File: config.mk
export PLATFORM = sky130hd
export DESIGN_NAME = locality_arbiter
export DESIGN_NICKNAME = d
export VERILOG_FILES = /design/src/rtl/loc_arb_pkg.sv /design/src/rtl/loc_decode.sv /design/src/rtl/loc_prio.sv /design/src/rtl/loc_owner.sv /design/src/rtl/loc_readback.sv /design/src/rtl/locality_arbiter.sv
export SDC_FILE = /design/constraint.sdc
export NUM_CORES = 1
export LEC_CHECK = 0
export BUFFER_PORTS_ARGS = -buffer_cell sky130_fd_sc_hd__buf_2
export CAP_MARGIN = 10
export CORE_ASPECT_RATIO = 0.75
export CORE_MARGIN = 1.5
export CORE_UTILIZATION = 47
export DETAILED_ROUTE_END_ITERATION = 10
export GPL_TIMING_DRIVEN = 0
export MAX_ROUTING_LAYER = met4
export PLACE_DENSITY = 0.79
export RECOVER_POWER = 25
export SETUP_SLACK_MARGIN = 0.05
export SLEW_MARGIN = 30
export SYNTH_ARGS = -nofsm -noshare
export SYNTH_HDL_FRONTEND = slang
export SYNTH_SLANG_ARGS = --single-unit
export TNS_END_PERCENT = 1
File: constraint.sdc
create_clock -name clk -period 2.1 [get_ports clk]
set_input_delay 0.42 -clock clk [delete_from_list [all_inputs] [get_ports clk]]
set_output_delay 0.42 -clock clk [all_outputs]
set_load 0.1 [all_outputs]
File: src/rtl/loc_arb_pkg.sv
package loc_arb_pkg;
  // Bit positions inside every access register byte
  localparam int BIT_VALID  = 7;
  localparam int BIT_ACTIVE = 5;
  localparam int BIT_PEND   = 2;
  localparam int BIT_REQ    = 1;

  localparam int BYTE_W = 8;
  typedef logic [BYTE_W-1:0] byte_t;
endpackage

File: src/rtl/loc_decode.sv
module loc_decode #(
  parameter int NUM_LOC = 5,
  parameter int ADDR_W  = 15,
  parameter int SEL_LSB = 12,
  parameter int LOC_W   = 3
) (
  input  logic               wr,
  input  logic               rd,
  input  logic [ADDR_W-1:0]  addr,
  output logic [NUM_LOC-1:0] wr_hit,
  output logic [NUM_LOC-1:0] rd_hit
);
  localparam int SEL_MSB = SEL_LSB + LOC_W - 1;

  logic [LOC_W-1:0] sel;
  logic             off_zero;
  logic             hi_ok;

  assign sel      = addr[SEL_MSB:SEL_LSB];
  assign off_zero = (addr[SEL_LSB-1:0] == '0);

  generate
    if (ADDR_W > SEL_MSB + 1) begin : g_hi
      assign hi_ok = (addr[ADDR_W-1:SEL_MSB+1] == '0);
    end else begin : g_nohi
      assign hi_ok = 1'b1;
    end
  endgenerate

  generate
    for (genvar g = 0; g < NUM_LOC; g++) begin : g_hit
      logic match;
      assign match     = off_zero && hi_ok && (sel == LOC_W'(g));
      assign wr_hit[g] = wr && match;
      assign rd_hit[g] = rd && match;
    end
  endgenerate
endmodule

File: src/rtl/loc_prio.sv
module loc_prio #(
  parameter int NUM_LOC = 5,
  parameter int LOC_W   = 3
) (
  input  logic [NUM_LOC-1:0] req,
  output logic               any,
  output logic [LOC_W-1:0]   idx
);
  // Ascending scan: the last set bit found is the highest index
  always_comb begin
    idx = '0;
    for (int i = 0; i < NUM_LOC; i++) begin
      if (req[i]) idx = LOC_W'(i);
    end
  end

  assign any = |req;
endmodule

File: src/rtl/loc_owner.sv
module loc_owner
  import loc_arb_pkg::*;
#(
  parameter int NUM_LOC = 5,
  parameter int LOC_W   = 3
) (
  input  logic               clk,
  input  logic               rst,
  input  logic [NUM_LOC-1:0] wr_hit,
  input  byte_t              wdata,
  output logic               owner_vld,
  output logic [LOC_W-1:0]   owner_id,
  output logic [NUM_LOC-1:0] req_q,
  output logic               chg_evt
);
  logic [NUM_LOC-1:0] owner_oh;
  logic [NUM_LOC-1:0] set_req;
  logic [NUM_LOC-1:0] grant_mask;
  logic               pr_any;
  logic [LOC_W-1:0]   pr_idx;
  logic               rel;
  logic               grant;
  logic               unused_wdata;

  assign unused_wdata = ^{wdata[7:6], wdata[4:2], wdata[0]};

  loc_prio #(.NUM_LOC(NUM_LOC), .LOC_W(LOC_W)) u_prio (
    .req (req_q),
    .any (pr_any),
    .idx (pr_idx)
  );

  assign owner_oh   = owner_vld ? (NUM_LOC'(1) << owner_id) : '0;
  assign set_req    = wdata[BIT_REQ] ? (wr_hit & ~owner_oh) : '0;
  assign rel        = wdata[BIT_ACTIVE] && |(wr_hit & owner_oh);
  assign grant      = !owner_vld && pr_any;
  assign grant_mask = grant ? (NUM_LOC'(1) << pr_idx) : '0;

  always_ff @(posedge clk) begin
    if (rst) begin
      owner_vld <= 1'b0;
      owner_id  <= '0;
      req_q     <= '0;
      chg_evt   <= 1'b0;
    end else begin
      if (rel) begin
        owner_vld <= 1'b0;
      end else if (grant) begin
        owner_vld <= 1'b1;
        owner_id  <= pr_idx;
      end
      req_q   <= (req_q | set_req) & ~grant_mask;
      chg_evt <= rel || grant;
    end
  end
endmodule

File: src/rtl/loc_readback.sv
module loc_readback
  import loc_arb_pkg::*;
#(
  parameter int NUM_LOC = 5,
  parameter int LOC_W   = 3
) (
  input  logic               clk,
  input  logic               rst,
  input  logic               rd,
  input  logic [NUM_LOC-1:0] rd_hit,
  input  logic               owner_vld,
  input  logic [LOC_W-1:0]   owner_id,
  input  logic [NUM_LOC-1:0] req_q,
  output byte_t              rdata
);
  byte_t acc [NUM_LOC];
  byte_t mux;

  generate
    for (genvar g = 0; g < NUM_LOC; g++) begin : g_acc
      logic is_own;
      logic others;
      assign is_own = owner_vld && (owner_id == LOC_W'(g));
      assign others = |(req_q & ~(NUM_LOC'(1) << g));
      always_comb begin
        acc[g]             = '0;
        acc[g][BIT_VALID]  = 1'b1;
        acc[g][BIT_ACTIVE] = is_own;
        acc[g][BIT_PEND]   = is_own && others;
        acc[g][BIT_REQ]    = req_q[g];
      end
    end
  endgenerate

  always_comb begin
    mux = '0;
    for (int i = 0; i < NUM_LOC; i++) begin
      if (rd_hit[i]) mux = mux | acc[i];
    end
  end

  always_ff @(posedge clk) begin
    if (rst)     rdata <= '0;
    else if (rd) rdata <= mux;
  end
endmodule

File: src/rtl/locality_arbiter.sv
module locality_arbiter
  import loc_arb_pkg::*;
#(
  parameter int NUM_LOC = 5,
  parameter int SEL_LSB = 12,
  parameter int LOC_W   = $clog2(NUM_LOC),
  parameter int ADDR_W  = SEL_LSB + LOC_W
) (
  input  logic              clk,
  input  logic              rst,
  input  logic              reg_wr,
  input  logic              reg_rd,
  input  logic [ADDR_W-1:0] reg_addr,
  input  logic [7:0]        reg_wdata,
  output logic [7:0]        reg_rdata,
  output logic              owner_valid,
  output logic [LOC_W-1:0]  owner_id,
  output logic              loc_chg_evt
);
  logic [NUM_LOC-1:0] wr_hit;
  logic [NUM_LOC-1:0] rd_hit;
  logic [NUM_LOC-1:0] req_q;

  loc_decode #(
    .NUM_LOC(NUM_LOC), .ADDR_W(ADDR_W), .SEL_LSB(SEL_LSB), .LOC_W(LOC_W)
  ) u_dec (
    .wr     (reg_wr),
    .rd     (reg_rd),
    .addr   (reg_addr),
    .wr_hit (wr_hit),
    .rd_hit (rd_hit)
  );

  loc_owner #(.NUM_LOC(NUM_LOC), .LOC_W(LOC_W)) u_own (
    .clk       (clk),
    .rst       (rst),
    .wr_hit    (wr_hit),
    .wdata     (reg_wdata),
    .owner_vld (owner_valid),
    .owner_id  (owner_id),
    .req_q     (req_q),
    .chg_evt   (loc_chg_evt)
  );

  loc_readback #(.NUM_LOC(NUM_LOC), .LOC_W(LOC_W)) u_rb (
    .clk       (clk),
    .rst       (rst),
    .rd        (reg_rd),
    .rd_hit    (rd_hit),
    .owner_vld (owner_valid),
    .owner_id  (owner_id),
    .req_q     (req_q),
    .rdata     (reg_rdata)
  );
endmodule

== Word-level counts from Yosys, hierarchy flattened ==
Cells that the tools add are included.
Operators by class
  multiplexer cells: 12
  shift operators: 2
  bitwise gates (word level): 11
  eq/ne operators: 8
  reduce and logical (&&, ||, !) cells: 41
Operator list (count)
  $mux 8: 5
  $or 8x8->8: 4
  $logic_and 1x1->1: 27
  $reduce_or 4->1: 5
  $and 5x5->5: 3
  $mux 5: 3
  $eq 3x2->1 const B: 4
  $logic_not 12->1: 1
  $not 5->5: 2
  $reduce_or 5->1: 2
  $shl 1x3->5 const A: 2
  $mux 3: 3
  $eq 3x1->1 const B: 2
  $eq 3x3->1 const B: 2
  $logic_not 3->1: 2
  $or 5x5->5: 1
  $reduce_and 2->1: 1
  $reduce_or 2->1: 1
  $logic_not 1->1: 1
  $logic_or 1x1->1: 1
  $mux 1: 1
  $not 1->1: 1
Storage, ports and cells
  input bits: 27
  bits in registers: 18
  output and inout bits: 13
  word-level logic and storage cells: 79

== Depth between registers and ports, before layout ==
  depth in word-level cells: 12
  mapped depth: 5
  depth with buffers taken out: 4

== Modules after synthesis ==
Synthesis repeated with hierarchy kept, for this count alone.
Second synthesis, totals
  cells, all modules: 127
  area, all modules: 1122.3 um2
Modules (own cells, without submodules)
  loc_owner: area an instance 475.5 um2, cells each 50, times used 1, seq. area each 200.2 um2
  loc_readback: area an instance 324.1 um2, cells each 43, times used 1, seq. area each 80.1 um2
  loc_decode: area an instance 280.3 um2, cells each 26, times used 1, seq. area each 0.0 um2
  loc_prio: area an instance 42.5 um2, cells each 8, times used 1, seq. area each 0.0 um2

== Worst setup path before layout ==
Ideal clock, no wire load.
  path kind: register -> register
  start: register u_own.owner_vld
  end: register u_own.owner_vld
  path slack: 0.009 ns
  buffers on the path: 1
  arrival: 1.972 ns
  stages on the path, launching flop included: 5
  clock period less this slack: 2.091 ns
  library setup time: 0.119 ns
  required time: 1.981 ns
  cell sequence: dfxtp_1 clkbuf_1 nor3b_1 a32oi_1 o221a_2
Between the ends
  longest elaborated chain between the ends: 5
  elaborated cells between the ends (all ways): 7
  those cells by class: mux: 1; bitwise: 1; reduce/logical: 5
Ends and longest elaborated chain
  start, declared: line loc_owner.sv:11  | output logic owner_vld,
  start signal, assigned: line loc_owner.sv:41  | owner_vld <= 1'b0;
  start signal, assigned: line loc_owner.sv:47  | owner_vld <= 1'b0;
  start signal, assigned: line loc_owner.sv:49  | owner_vld <= 1'b1;
  $mux 5: line loc_owner.sv:33  | assign owner_oh = owner_vld ? (NUM_LOC'(1) << owner_id) : '0;
  $and 5x5->5: line loc_owner.sv:35  | assign rel = wdata[BIT_ACTIVE] && |(wr_hit & owner_oh);
  $reduce_or 5->1: line loc_owner.sv:35
  $logic_and 1x1->1: line loc_owner.sv:35
  $reduce_or 2->1 (no line)
Parallel ways exist; a longest one is shown, timed or not.
A chain may end at the register's enable or synchronous reset.

== Final worst setup path ==
  start: input port reg_addr[5]
  end: register u_own.owner_vld
Between the ends
  longest elaborated chain between the ends: 7
  elaborated cells between the ends (all ways): 15
  those cells by class: bitwise: 1; reduce/logical: 14
Ends and longest elaborated chain
  start, declared: line locality_arbiter.sv:13  | input logic [ADDR_W-1:0] reg_addr,
  $logic_not 12->1 *: line loc_decode.sv:20  | assign off_zero = (addr[SEL_LSB-1:0] == '0);
  $logic_and 1x1->1: line loc_decode.sv:33  | assign match = off_zero && hi_ok && (sel == LOC_W'(g));
  $logic_and 1x1->1: line loc_decode.sv:34  | assign wr_hit[g] = wr && match;
  $and 5x5->5 *: line loc_owner.sv:35
  $reduce_or 5->1 *: line loc_owner.sv:35
  $logic_and 1x1->1 *: line loc_owner.sv:35
  $reduce_or 2->1 (no line) *
Every way passes the cells marked *; elsewhere a longest branch is shown, timed or not.

==> results.py <==
metrics = {
    "grt": {
        "grt_pass1_wl_mm": 3.81,
        "grt_max_degree": 11,
        "grt_overflow": 0,
        "grt_pass1_vias": 859,
        "antenna_found_initial": 0,
        "grt_use_total_pct": 22.7,
    },
    "synth": {
        "synth_xor_area_share_pct": 0.915,
        "synth-compound-area-share_pct": 19.9,
        "ys_warn_count": 0,
        "synthFlopType": "dfxtp_1",
        "ys_types": 40,
        "avgSynthCellArea_um2": 7.85,
        "synth_edf_count": 0,
        "synth_fa_ha_area_share_pct": 0,
        "ys_ff_latch": 14,
        "synthMuxAreaShare_pct": 4.31,
        "ys_seq_area_share_pct": 29.3,
        "yosys.area_share.simple_pct": 37.4,
        "syn_inst": 122,
        "syn_area_um2": 957,
        "synth_top_family_by_area": "simple AND/OR/NAND/NOR gates",
        "async_flop_share_pct": 0,
    },
    "clocking": {
        "postCtsResizedCells": 0,
        "clk_pin_slew_ns": 0.09,
        "postCtsHoldBufs": 0,
        "cts.sinks": 14,
        "insertion_delay_ns": 0.29,
        "numCtsBuffers": 3,
        "post-cts-setup-buffers": 0,
        "cts.path.max_buffers": 2,
        "cts_tree": "built",
        "cts_root_buf": "clkbuf_4",
        "h-tree-depth": 1,
    },
    "final_layout": {
        "num_antenna_cells": 0,
        "final_common_cell": "buf_2",
        "drive_above_1_share_pct": 30.1,
        "fin_nets": 184,
        "layout_common_cells": "buf_2 (24), dfxtp_1 (13), nor2_1 (12)",
        "area_delta_synth_final_pct": 22.1,
        "regArea_um2": 282,
        "nFillCells": 162,
        "fin_cells": 178,
        "multi_input_area_um2": 613,
    },
    "setup_path": {
        "cp-start-kind": "input port",
        "slowest_stage": "or4_1",
        "crit_chain": "buf_2, or4_1, nor4_4, a32oi_1, o221a_2",
        "max_stage_delay_ns": 0.63,
        "rrSetupSlack_ns": 0.47,
        "crit_buf_inv": 1,
        "r2r_end": "u_own.owner_vld$_SDFFE_PP0P_",
        "path_class": "input port to flip-flop",
        "r2r_start": "u_own.owner_vld$_SDFFE_PP0P_",
        "r2r.worst_path.cells": 4,
        "cp.required_ns": 2.29,
        "path_max_fanout": 5,
        "end_kind": "flip-flop",
        "critical-path-top-delay-family": "simple AND/OR/NAND/NOR gates",
        "cp.arrival_ns": 2.02,
    },
    "detailed_routing": {
        "wl_per_cell_um": 13.3,
        "drt-initial-drc-count": 49,
        "drc_errors": 0,
        "first_pass_iters": 4,
        "wl_mm": 2.36,
        "vias": 994,
        "vias_per_cell": 5.58,
        "antenna_left": 0,
    },
    "worst_hold_path": {
        "hp-start": "reg_wr",
        "hp-class": "input port to flip-flop",
        "worstHoldPathCells": 3,
        "min_to": "u_own.chg_evt$_SDFF_PP0_",
    },
    "pwr": {
        "power_density_nw_per_um2": 498,
        "power_mw": 0.582,
        "p_leak_nw": 0.496,
        "max-vdd-ir-drop_mv": 0.428,
    },
    "floorplan": {
        "num_io_pins": 40,
        "rows": 13,
        "chipHeight_um": 42.1,
        "start_util_pct": 52.5,
        "die-area_um2": 2320,
        "die_w_um": 55.1,
        "core_area_um2": 1820,
    },
    "sta": {
        "setup_tns_ns": 0,
        "maxSlewViolCount": 0,
        "skew_ns": 0.00558,
        "setup_violations": 0,
        "hold_viol_final": 0,
        "clock.fmax_mhz": 544,
        "relSlewSlack_pct": 64.3,
        "post-route-min-period_ns": 1.84,
        "tightest_slew_ns": 0.538,
        "grt_setup_unrepaired": "no",
        "period_share_pct": 87.5,
        "whs_ns": 0.413,
    },
    "placement": {
        "numPortBuffers": 27,
        "gp_congestion": 0.932,
        "dp.cells": 174,
        "dp_hpwl_mm": 1.79,
    },
    "run_status": {
        "status": "finished clean",
    },
    "run": {
        "drv_cap": 0,
    },
}
==> layout make-up <==
class	count	share of cell area, %
Clock buffer	4	3.10
Timing Repair Buffer	27	11.6
Inverter	2	0.642
Sequential cell	14	24.1
Tap cell	22	2.36
Buffer	14	5.78
Multi-Input combinational cell	95	52.5
==> sequential cells by signal, indices dropped and copies added (netlist names) <==
| name | count |
|---|---|
| u_own.owner_vld | 1 |
| u_own.chg_evt | 1 |
| u_own.req_q | 5 |
| u_rb.rdata | 4 |
| u_own.owner_id | 3 |
==> through the flow <==
stage                     setup WS [ns]  area, um2  util [%]
after global placement          -0.0141       1130      62.2
final                             0.262       1170      64.1
after global routing              0.178       1170      64.1
after floorplan                  0.0574        970         -
after detailed placement        -0.0445       1130      62.2
after CTS                         0.250       1170      64.1
==> report_power, final <==
group | switching (mW) | internal (mW)
sequential | 0.00118 | 0.268
clock | 0.0919 | 0.106
combinational | 0.0836 | 0.0320
==> tightest hold or removal path: cells and delay by family <==
family / cells / cell delay, ns
buffers and inverters: 1 / 0.11
AO/OA/AOI/OAI: 1 / 0.07
AND/OR/NAND/NOR: 1 / 0.06
==> cells by family after synthesis <==
kind of cell	count (synthesis)
other	1
flip-flops	14
AO/OA/AOI/OAI	26
XOR/XNOR	1
multiplexers	4
buffers and inverters	16
AND/OR/NAND/NOR	60
==> worst max path at each step <==
| stage | slack [ns] | endpoint | cells after the start | startpoint |
|---|---|---|---|---|
| 3_3_place_gp | -0.01 | u_own.owner_vld$_SDFFE_PP0P_ | 5 | reg_addr[5] |
| 3_5_place_dp | -0.04 | u_own.req_q[1]$_SDFF_PP0_ | 5 | reg_addr[10] |
| 4_1_cts | 0.25 | u_own.req_q[1]$_SDFF_PP0_ | 5 | reg_addr[10] |
| 5_1_grt | 0.18 | u_own.owner_vld$_SDFFE_PP0P_ | 5 | reg_addr[5] |
| 2_1_floorplan | 0.06 | u_own.owner_vld$_SDFFE_PP0P_ | 5 | u_own.owner_id[1]$_SDFFE_PP0P_ |
| 6_report | 0.26 | u_own.owner_vld$_SDFFE_PP0P_ | 5 | reg_addr[5] |
==> metal layers <==
| layer | GRT usage [%] | up-vias | part of all wire [%] |
|---|---|---|---|
| met2 | 32.4 | 50 | 44 |
| met3 | 8.93 | 0 | 10 |
| met5 | - | - | 0 |
| met1 | 30.9 | 434 | 45 |
| met4 | 2.93 | 0 | 0 |
| li1 | - | 510 | - |
==> synthesized netlist by cell type (all sizes together), types with 3 or more instances <==
cell type / n / area [um2]
a211oi: 3 / 27.5
nor3: 5 / 25.0
a32oi: 3 / 26.3
o22ai: 4 / 25.0
nor4: 7 / 73.8
nand2: 11 / 41.3
nor2: 12 / 45.0
dfxtp: 14 / 280
clkbuf: 8 / 30.0
buf: 6 / 37.5
a21oi: 7 / 35.0
nand2b: 4 / 25.0
or4: 3 / 30.0
or2: 3 / 18.8
mux2i: 3 / 30.0
nand3: 5 / 25.0
Power figures use the tool's default switching activity.
